## src/rtl/dms_pkg.sv

```systemverilog
package dms_pkg;

  typedef enum logic [2:0] {
    CMD_NOP  = 3'd0,
    CMD_MRS  = 3'd1,
    CMD_SRE  = 3'd2,
    CMD_SRX  = 3'd3,
    CMD_ZQCL = 3'd4
  } cmd_e;

  typedef enum logic [1:0] {
    K_CMD  = 2'd0,
    K_FREQ = 2'd1,
    K_END  = 2'd2
  } step_kind_e;

  typedef enum logic [2:0] {
    ST_IDLE  = 3'd0,
    ST_ISSUE = 3'd1,
    ST_WAIT  = 3'd2,
    ST_FREQ  = 3'd3,
    ST_DONE  = 3'd4
  } seq_state_e;

  localparam int MRD_W  = 16;
  localparam int STEP_W = 4;

  function automatic int imax(input int a, input int b);
    return (a > b) ? a : b;
  endfunction

endpackage

```

## src/rtl/dms_rst_sync.sv

```systemverilog
module dms_rst_sync (
  input  logic clk,
  input  logic arst_n,
  output logic srst_n_o
);
  logic [1:0] sync_q;

  always_ff @(posedge clk or negedge arst_n) begin
    if (!arst_n) sync_q <= 2'b00;
    else         sync_q <= {sync_q[0], 1'b1};
  end

  assign srst_n_o = sync_q[1];
endmodule

```

## src/rtl/dms_down_timer.sv

```systemverilog
module dms_down_timer #(
  parameter int CNT_W = 8
) (
  input  logic             clk,
  input  logic             rst_n,
  input  logic             load_i,
  input  logic [CNT_W-1:0] load_val_i,
  input  logic             dec_i,
  output logic             last_o
);
  logic [CNT_W-1:0] cnt_q, cnt_d;

  always_comb begin
    cnt_d = cnt_q;
    if (load_i)     cnt_d = load_val_i;
    else if (dec_i) cnt_d = cnt_q - 1'b1;
  end

  always_ff @(posedge clk or negedge rst_n) begin
    if (!rst_n)                cnt_q <= '0;
    else if (load_i || dec_i)  cnt_q <= cnt_d;
  end

  assign last_o = (cnt_q == CNT_W'(1));

  // a wait never counts below zero, so NOP spacing cannot wrap
  a_r11_no_underflow: assert property (@(posedge clk) disable iff (!rst_n)
    (dec_i && !load_i) |-> (cnt_q != '0));
endmodule

```

## src/rtl/dms_step_table.sv

```systemverilog
module dms_step_table import dms_pkg::*; #(
  parameter int           CNT_W   = 10,
  parameter int           T_MOD   = 12,
  parameter int           T_MRD   = 4,
  parameter int           T_CKSRE = 10,
  parameter int           T_CKSRX = 10,
  parameter int           T_XS    = 120,
  parameter int           ZQ_WAIT = 512,
  parameter logic [15:0]  MR0_VAL = 16'h0B30,
  parameter logic [15:0]  MR1_VAL = 16'h0044,
  parameter logic [15:0]  MR2_VAL = 16'h0008,
  parameter logic [15:0]  MR3_VAL = 16'h0000
) (
  input  logic              dir_i,
  input  logic [STEP_W-1:0] idx_i,
  output step_kind_e        kind_o,
  output cmd_e              cmd_o,
  output logic [1:0]        ba_o,
  output logic [MRD_W-1:0]  data_o,
  output logic [CNT_W-1:0]  wait_o,
  output step_kind_e        nxt_kind_o
);
  localparam logic [15:0] DLL_OFF_BIT = 16'h0001;
  localparam logic [15:0] DLL_RST_BIT = 16'h0100;

  function automatic step_kind_e kind_of(input logic dir, input logic [STEP_W-1:0] idx);
    if (dir) begin
      case (idx)
        4'd1:    return K_FREQ;
        4'd0, 4'd2, 4'd3, 4'd4, 4'd5, 4'd6, 4'd7: return K_CMD;
        default: return K_END;
      endcase
    end else begin
      case (idx)
        4'd2:    return K_FREQ;
        4'd0, 4'd1, 4'd3, 4'd4, 4'd5, 4'd6: return K_CMD;
        default: return K_END;
      endcase
    end
  endfunction

  always_comb begin
    cmd_o  = CMD_NOP;
    ba_o   = 2'd0;
    data_o = '0;
    wait_o = '0;
    if (dir_i) begin
      case (idx_i)
        4'd0: begin cmd_o = CMD_SRE;  wait_o = CNT_W'(T_CKSRE); end
        4'd1: begin                   wait_o = CNT_W'(T_CKSRX); end
        4'd2: begin cmd_o = CMD_SRX;  wait_o = CNT_W'(T_XS);    end
        4'd3: begin cmd_o = CMD_MRS;  ba_o = 2'd1; data_o = MR1_VAL & ~DLL_OFF_BIT; wait_o = CNT_W'(T_MRD); end
        4'd4: begin cmd_o = CMD_MRS;  ba_o = 2'd0; data_o = MR0_VAL | DLL_RST_BIT;  wait_o = CNT_W'(T_MOD); end
        4'd5: begin cmd_o = CMD_MRS;  ba_o = 2'd2; data_o = MR2_VAL; wait_o = CNT_W'(T_MRD); end
        4'd6: begin cmd_o = CMD_MRS;  ba_o = 2'd3; data_o = MR3_VAL; wait_o = CNT_W'(T_MOD); end
        4'd7: begin cmd_o = CMD_ZQCL; wait_o = CNT_W'(ZQ_WAIT); end
        default: ;
      endcase
    end else begin
      case (idx_i)
        4'd0: begin cmd_o = CMD_MRS;  ba_o = 2'd1; data_o = MR1_VAL | DLL_OFF_BIT; wait_o = CNT_W'(T_MOD); end
        4'd1: begin cmd_o = CMD_SRE;  wait_o = CNT_W'(T_CKSRE); end
        4'd2: begin                   wait_o = CNT_W'(T_CKSRX); end
        4'd3: begin cmd_o = CMD_SRX;  wait_o = CNT_W'(T_XS);    end
        4'd4: begin cmd_o = CMD_MRS;  ba_o = 2'd2; data_o = MR2_VAL; wait_o = CNT_W'(T_MRD); end
        4'd5: begin cmd_o = CMD_MRS;  ba_o = 2'd3; data_o = MR3_VAL; wait_o = CNT_W'(T_MRD); end
        4'd6: begin cmd_o = CMD_MRS;  ba_o = 2'd0; data_o = MR0_VAL & ~DLL_RST_BIT; wait_o = CNT_W'(T_MOD); end
        default: ;
      endcase
    end
  end

  assign kind_o     = kind_of(dir_i, idx_i);
  assign nxt_kind_o = kind_of(dir_i, idx_i + 1'b1);
endmodule

```

## src/rtl/dll_mode_seq.sv

```systemverilog
module dll_mode_seq import dms_pkg::*; #(
  parameter int          T_MOD    = 12,
  parameter int          T_MRD    = 4,
  parameter int          T_CKSRE  = 10,
  parameter int          T_CKSRX  = 10,
  parameter int          T_XS     = 120,
  parameter int          T_DLLK   = 512,
  parameter int          T_ZQINIT = 512,
  parameter logic [15:0] MR0_VAL  = 16'h0B30,
  parameter logic [15:0] MR1_VAL  = 16'h0044,
  parameter logic [15:0] MR2_VAL  = 16'h0008,
  parameter logic [15:0] MR3_VAL  = 16'h0000
) (
  input  logic        clk,
  input  logic        rst_n,
  input  logic        start_i,
  input  logic        dll_on_i,
  input  logic        odt_req_i,
  input  logic        clk_stable_i,
  output logic        busy_o,
  output logic        done_o,
  output logic        freq_req_o,
  output logic        freq_target_o,
  output logic [2:0]  cmd_o,
  output logic [1:0]  mr_sel_o,
  output logic [15:0] mr_data_o,
  output logic        cke_o,
  output logic        odt_o
);
  // cycles from DLL reset write to ZQCL issue: MR0 wait + MR2 wait + MR3 wait
  localparam int PRE_ZQ   = 2 * T_MOD + T_MRD;
  localparam int ZQ_WAIT  = imax(T_ZQINIT, T_DLLK - PRE_ZQ);
  localparam int MAX_WAIT = imax(imax(imax(T_MOD, T_MRD), imax(T_CKSRE, T_CKSRX)),
                                 imax(T_XS, ZQ_WAIT));
  localparam int CNT_W    = $clog2(MAX_WAIT + 1);

  logic srst_n;

  seq_state_e        state_q, state_d;
  logic [STEP_W-1:0] step_q, step_d;
  logic              dir_q;
  logic              sr_q, sr_d;
  logic              accept;

  step_kind_e        cur_kind, nxt_kind;
  cmd_e              cur_cmd;
  logic [1:0]        cur_ba;
  logic [MRD_W-1:0]  cur_data;
  logic [CNT_W-1:0]  cur_wait;

  logic              tmr_load, tmr_dec, tmr_last;
  logic [CNT_W-1:0]  tmr_val;
  logic              issuing;

  dms_rst_sync u_rst_sync (
    .clk      (clk),
    .arst_n   (rst_n),
    .srst_n_o (srst_n)
  );

  dms_step_table #(
    .CNT_W   (CNT_W),
    .T_MOD   (T_MOD),
    .T_MRD   (T_MRD),
    .T_CKSRE (T_CKSRE),
    .T_CKSRX (T_CKSRX),
    .T_XS    (T_XS),
    .ZQ_WAIT (ZQ_WAIT),
    .MR0_VAL (MR0_VAL),
    .MR1_VAL (MR1_VAL),
    .MR2_VAL (MR2_VAL),
    .MR3_VAL (MR3_VAL)
  ) u_table (
    .dir_i      (dir_q),
    .idx_i      (step_q),
    .kind_o     (cur_kind),
    .cmd_o      (cur_cmd),
    .ba_o       (cur_ba),
    .data_o     (cur_data),
    .wait_o     (cur_wait),
    .nxt_kind_o (nxt_kind)
  );

  dms_down_timer #(.CNT_W(CNT_W)) u_timer (
    .clk        (clk),
    .rst_n      (srst_n),
    .load_i     (tmr_load),
    .load_val_i (tmr_val),
    .dec_i      (tmr_dec),
    .last_o     (tmr_last)
  );

  assign accept  = (state_q == ST_IDLE) && start_i && !odt_req_i;
  assign issuing = (state_q == ST_ISSUE);
  assign tmr_val = cur_wait - 1'b1;

  // next-state process
  always_comb begin
    state_d  = state_q;
    step_d   = step_q;
    sr_d     = sr_q;
    tmr_load = 1'b0;
    tmr_dec  = 1'b0;
    unique case (state_q)
      ST_IDLE: begin
        if (accept) begin
          state_d = ST_ISSUE;
          step_d  = '0;
        end
      end
      ST_ISSUE: begin
        tmr_load = 1'b1;
        state_d  = ST_WAIT;
        if (cur_cmd == CMD_SRE) sr_d = 1'b1;
        if (cur_cmd == CMD_SRX) sr_d = 1'b0;
      end
      ST_WAIT: begin
        if ((cur_kind == K_FREQ) && !clk_stable_i) begin
          state_d = ST_FREQ;
        end else begin
          tmr_dec = 1'b1;
          if (tmr_last) begin
            step_d = step_q + 1'b1;
            unique case (nxt_kind)
              K_CMD:   state_d = ST_ISSUE;
              K_FREQ:  state_d = ST_FREQ;
              default: state_d = ST_DONE;
            endcase
          end
        end
      end
      ST_FREQ: begin
        if (clk_stable_i) begin
          tmr_load = 1'b1;
          state_d  = ST_WAIT;
        end
      end
      ST_DONE: state_d = ST_IDLE;
      default: state_d = ST_IDLE;
    endcase
  end

  // register process
  always_ff @(posedge clk or negedge srst_n) begin
    if (!srst_n) begin
      state_q <= ST_IDLE;
      step_q  <= '0;
      sr_q    <= 1'b0;
    end else begin
      state_q <= state_d;
      step_q  <= step_d;
      sr_q    <= sr_d;
    end
  end

  always_ff @(posedge clk or negedge srst_n) begin
    if (!srst_n)     dir_q <= 1'b0;
    else if (accept) dir_q <= dll_on_i;
  end

  // outputs
  assign busy_o        = (state_q != ST_IDLE);
  assign done_o        = (state_q == ST_DONE);
  assign freq_req_o    = (state_q == ST_FREQ);
  assign freq_target_o = dir_q;
  assign cmd_o         = issuing ? cur_cmd : CMD_NOP;
  assign mr_sel_o      = (issuing && cur_cmd == CMD_MRS) ? cur_ba : 2'd0;
  assign mr_data_o     = (issuing && cur_cmd == CMD_MRS) ? cur_data : '0;
  assign odt_o         = busy_o ? 1'b0 : odt_req_i;

  always_comb begin
    if (issuing && cur_cmd == CMD_SRE)      cke_o = 1'b0;
    else if (issuing && cur_cmd == CMD_SRX) cke_o = 1'b1;
    else                                    cke_o = !sr_q;
  end

  // CKE edges only coincide with the self refresh commands
  a_r6_cke_fall_on_sre: assert property (@(posedge clk) disable iff (!srst_n)
    $fell(cke_o) |-> (cmd_o == CMD_SRE));
  a_r6_cke_rise_on_srx: assert property (@(posedge clk) disable iff (!srst_n)
    $rose(cke_o) |-> (cmd_o == CMD_SRX));
  // self refresh exit only follows a cycle with a stable clock
  a_r8_srx_after_stable: assert property (@(posedge clk) disable iff (!srst_n)
    (cmd_o == CMD_SRX) |-> $past(clk_stable_i));
  // retune is only requested while the device sits in self refresh
  a_r7_retune_in_sr: assert property (@(posedge clk) disable iff (!srst_n)
    freq_req_o |-> !cke_o);
  // termination stays off whenever a command is driven
  a_r10_odt_off_on_cmd: assert property (@(posedge clk) disable iff (!srst_n)
    (cmd_o != CMD_NOP) |-> !odt_o);
  // done is a single pulse that returns the block to idle
  a_r9_done_single: assert property (@(posedge clk) disable iff (!srst_n)
    done_o |=> (!done_o && !busy_o));
  // the latched direction cannot change in the middle of a run
  a_r12_dir_held: assert property (@(posedge clk) disable iff (!srst_n)
    (busy_o && $past(busy_o)) |-> $stable(freq_target_o));
endmodule

```

## config.mk

```make
export PLATFORM = sky130hd
export DESIGN_NAME = dll_mode_seq
export DESIGN_NICKNAME = d
export VERILOG_FILES = /design/src/rtl/dms_pkg.sv /design/src/rtl/dms_rst_sync.sv /design/src/rtl/dms_down_timer.sv /design/src/rtl/dms_step_table.sv /design/src/rtl/dll_mode_seq.sv
export SDC_FILE = /design/constraint.sdc
export NUM_CORES = 1
export LEC_CHECK = 0
export BUFFER_PORTS_ARGS = -buffer_cell sky130_fd_sc_hd__buf_4
export CORE_ASPECT_RATIO = 0.75
export CORE_MARGIN = 10
export CORE_UTILIZATION = 60
export DETAILED_ROUTE_END_ITERATION = 12
export PLACE_DENSITY = 0.85
export SETUP_SLACK_MARGIN = 0.02
export SLEW_MARGIN = 20
export SYNTH_ARGS = -nofsm -noshare
export SYNTH_HDL_FRONTEND = slang
export SYNTH_SLANG_ARGS = --single-unit
```

## constraint.sdc

```tcl
create_clock -name clk -period 5.27 [get_ports clk]
set_input_delay 0.7905 -clock clk [delete_from_list [all_inputs] [get_ports clk]]
set_output_delay 0.7905 -clock clk [all_outputs]
set_load 0.02 [all_outputs]
```

==> results.cfg <==
[timing]
grt_setup_unrepaired = false
setup_slack_ns = 2.145
max_slew_margin = 0.4958
finalClockSkew_ns = 0.006599
slew_violations = 0
tightest_slew_ns = 0.7564
layout_min_cycle_time_ns = 3.125
finalHoldViolCount = 0
fin_crit_sh = 0.5930
finalSetupViolations = 0
max_freq_mhz = 320.0
timing.setup.tns_ns = 0

[layout]
antenna_cells = 0
final_nets = 237
final_common_cell = buf_4
fin_util = 0.6674
final_cell_mix = buf_4 (25), dfrtp_1 (21), nor2_1 (16)
fillerInstances = 255
multi_input_area_sq_um = 1080
ff_latch_area_sq_um = 525.5
syn_to_final_growth_pct = 7.676
drive_gt1_frac = 0.2009

[worst_setup_path]
critPathLaunchType = flip-flop
path_class = reg -> out
cp.required_ns = 4.48
r2r_start = step_q[0]
critPathLaunch = step_q[1]
critPathCaptureType = output pin
arrival_ns = 2.33
crit_fanout = 9

[run]
max-cap-violations = 0

[synth]
yosysTopAreaCell = dfrtp_1
ys_seq_area_frac = 0.2931
synth_top_area_frac = 0.2931
yosysWarnings = 0
ys_ff_latch = 21
yosys-top-cells-area = dfrtp_1 (29%), ha_1 (7.7%), buf_4 (5.0%)
synth.avg_cell_area_sq_um = 8.579
synth_area_sq_um = 1793
synth_cell_types = 49
synth_edf_count = 0
synth_flop_cell = dfrtp_1
async_flop_share = 1.000
syn_inst = 209

[die]
initial_core_util = 0.6198
die_x_um = 83.12
row_count = 17
core_sq_um = 2893
ios = 33
die_h_um = 67.34
die-area_sq_um = 5597

[grt]
grt_max_degree = 23
antenna_found_initial = 0
grt_pass1_vias = 1317
grt_usage = 0.1307
grt_pass1_wl_um = 6161
overflow = 0

[place]
numPortBuffers = 25
gp_congestion = 0.8544
hpwl_um = 2972
dp_slack_ns = 2.434

[clocking]
cts_resized = 0
cts_root_buf = clkbuf_8
h-tree-depth = 1
cts_tree = done
cts_buffers = 3
clk-insertion-delay-late_ns = 0.26
hold_buffers = 0
clock_path_buffers = 2
post-cts-setup-buffers = 0
cts_num_sinks = 21
path_clk_slew_ns = 0.08

[detailed_routing]
drt-initial-drc-count = 89
routedWlPerCell_um = 14.30
drtPass1Iterations = 5
via_per_inst = 5.572
wirelength_um = 3675
vias = 1432
drcViolationCount = 0
ant_nets = 0

[pwr]
power_density_nw_per_um2 = 145.9
power_w = 0.0002817
peakVddDrop_mv = 0.1417
power.leakage_nw = 0.8234

[status]
status = finished, final reports clean

[worst_hold_path]
hp-class = in -> async
-- logic make-up after synthesis --
| kind of cell | count (synthesis) | synth area share |
|---|---|---|
| simple gates | 77 | 0.2498 |
| compound gates | 42 | 0.1458 |
| buf+inv | 36 | 0.1186 |
| flops | 21 | 0.2931 |
| xor+xnor | 12 | 0.05862 |
| fa+ha+maj | 11 | 0.07676 |
| mux | 8 | 0.05303 |
| other cells | 2 | 0.004189 |
-- cell type report --
| type | count | share of cell area |
|---|---|---|
| repair buffers | 25 | 0.09721 |
| multi-input cells | 158 | 0.5593 |
| inverters | 11 | 0.02139 |
| clock buffers | 3 | 0.02139 |
| well taps | 38 | 0.02463 |
| flip-flops and latches | 21 | 0.2722 |
| clock inverters | 1 | 0.003889 |
-- routing by layer --
metal,up-vias,share of wire,track usage,wire [um]
li1,725,-,-,-
met1,650,0.50,0.1759,1825
met2,53,0.42,0.2000,1542
met3,4,0.075,0.04327,277
met4,0,0.0082,0.02754,30
met5,-,0,0,0
-- critical path: stages, from the launching register on --
cell     delay [ns]
dfrtp_1        0.44
inv_1          0.14
ha_1           0.37
or3_1          0.17
o31ai_1        0.10
nor4b_2        0.30
mux2_2         0.38
inv_1          0.05
buf_4          0.13
-- power by group --
part | internal (W) | switching, W | total (W)
Clock | 0.0000533 | 0.0000542 | 0.000108
Sequential | 0.000162 | 0.00000281 | 0.000165
Combinational | 0.00000335 | 0.00000632 | 0.00000967
Total | 0.000218 | 0.0000633 | 0.000282
-- registers in the layout, summed over array words and instances (netlist names) --
signal and count:
step_q 4, freq_target_o 1, u_timer.cnt_q 10, state_q 3, sr_q 1, u_rst_sync.sync_q 2
-- through the flow --
stage               area, sq um  std cells  hold slack, ns
floorplan                  1815        215          0.2401
global placement           1879        253          0.3381
detailed placement         1879        253          0.3373
CTS                        1928        257          0.2859
global route               1931        257          0.2711
finish                     1931        257          0.2898
-- cells in the mapped netlist (4+ instances only) --
| cell | instances |
|---|---|
| nand2b_1 | 8 |
| inv_1 | 10 |
| buf_4 | 12 |
| nor2b_1 | 4 |
| mux2i_1 | 5 |
| buf_2 | 8 |
| o22ai_1 | 5 |
| ha_1 | 11 |
| a21oi_1 | 12 |
| nor3_1 | 8 |
| xnor2_1 | 9 |
| nand2_1 | 14 |
| nor2_1 | 16 |
| o21ai_0 | 12 |
| dfrtp_1 | 21 |
| and3_1 | 4 |
-- final timing paths --
check,depth (start not counted),end,slack (ns)
setup / recovery,8,cke_o,2.14
hold / removal,1,u_rst_sync.sync_q[1],0.29
setup reg to reg,11,u_timer.cnt_q[9],2.83
min in group clk,0,u_rst_sync.sync_q[1],0.36
max in group asynchronous,0,u_timer.cnt_q[2],4.47
hold reg to reg,0,u_timer.cnt_q[5],0.32
Power figures use the tool's default switching activity.
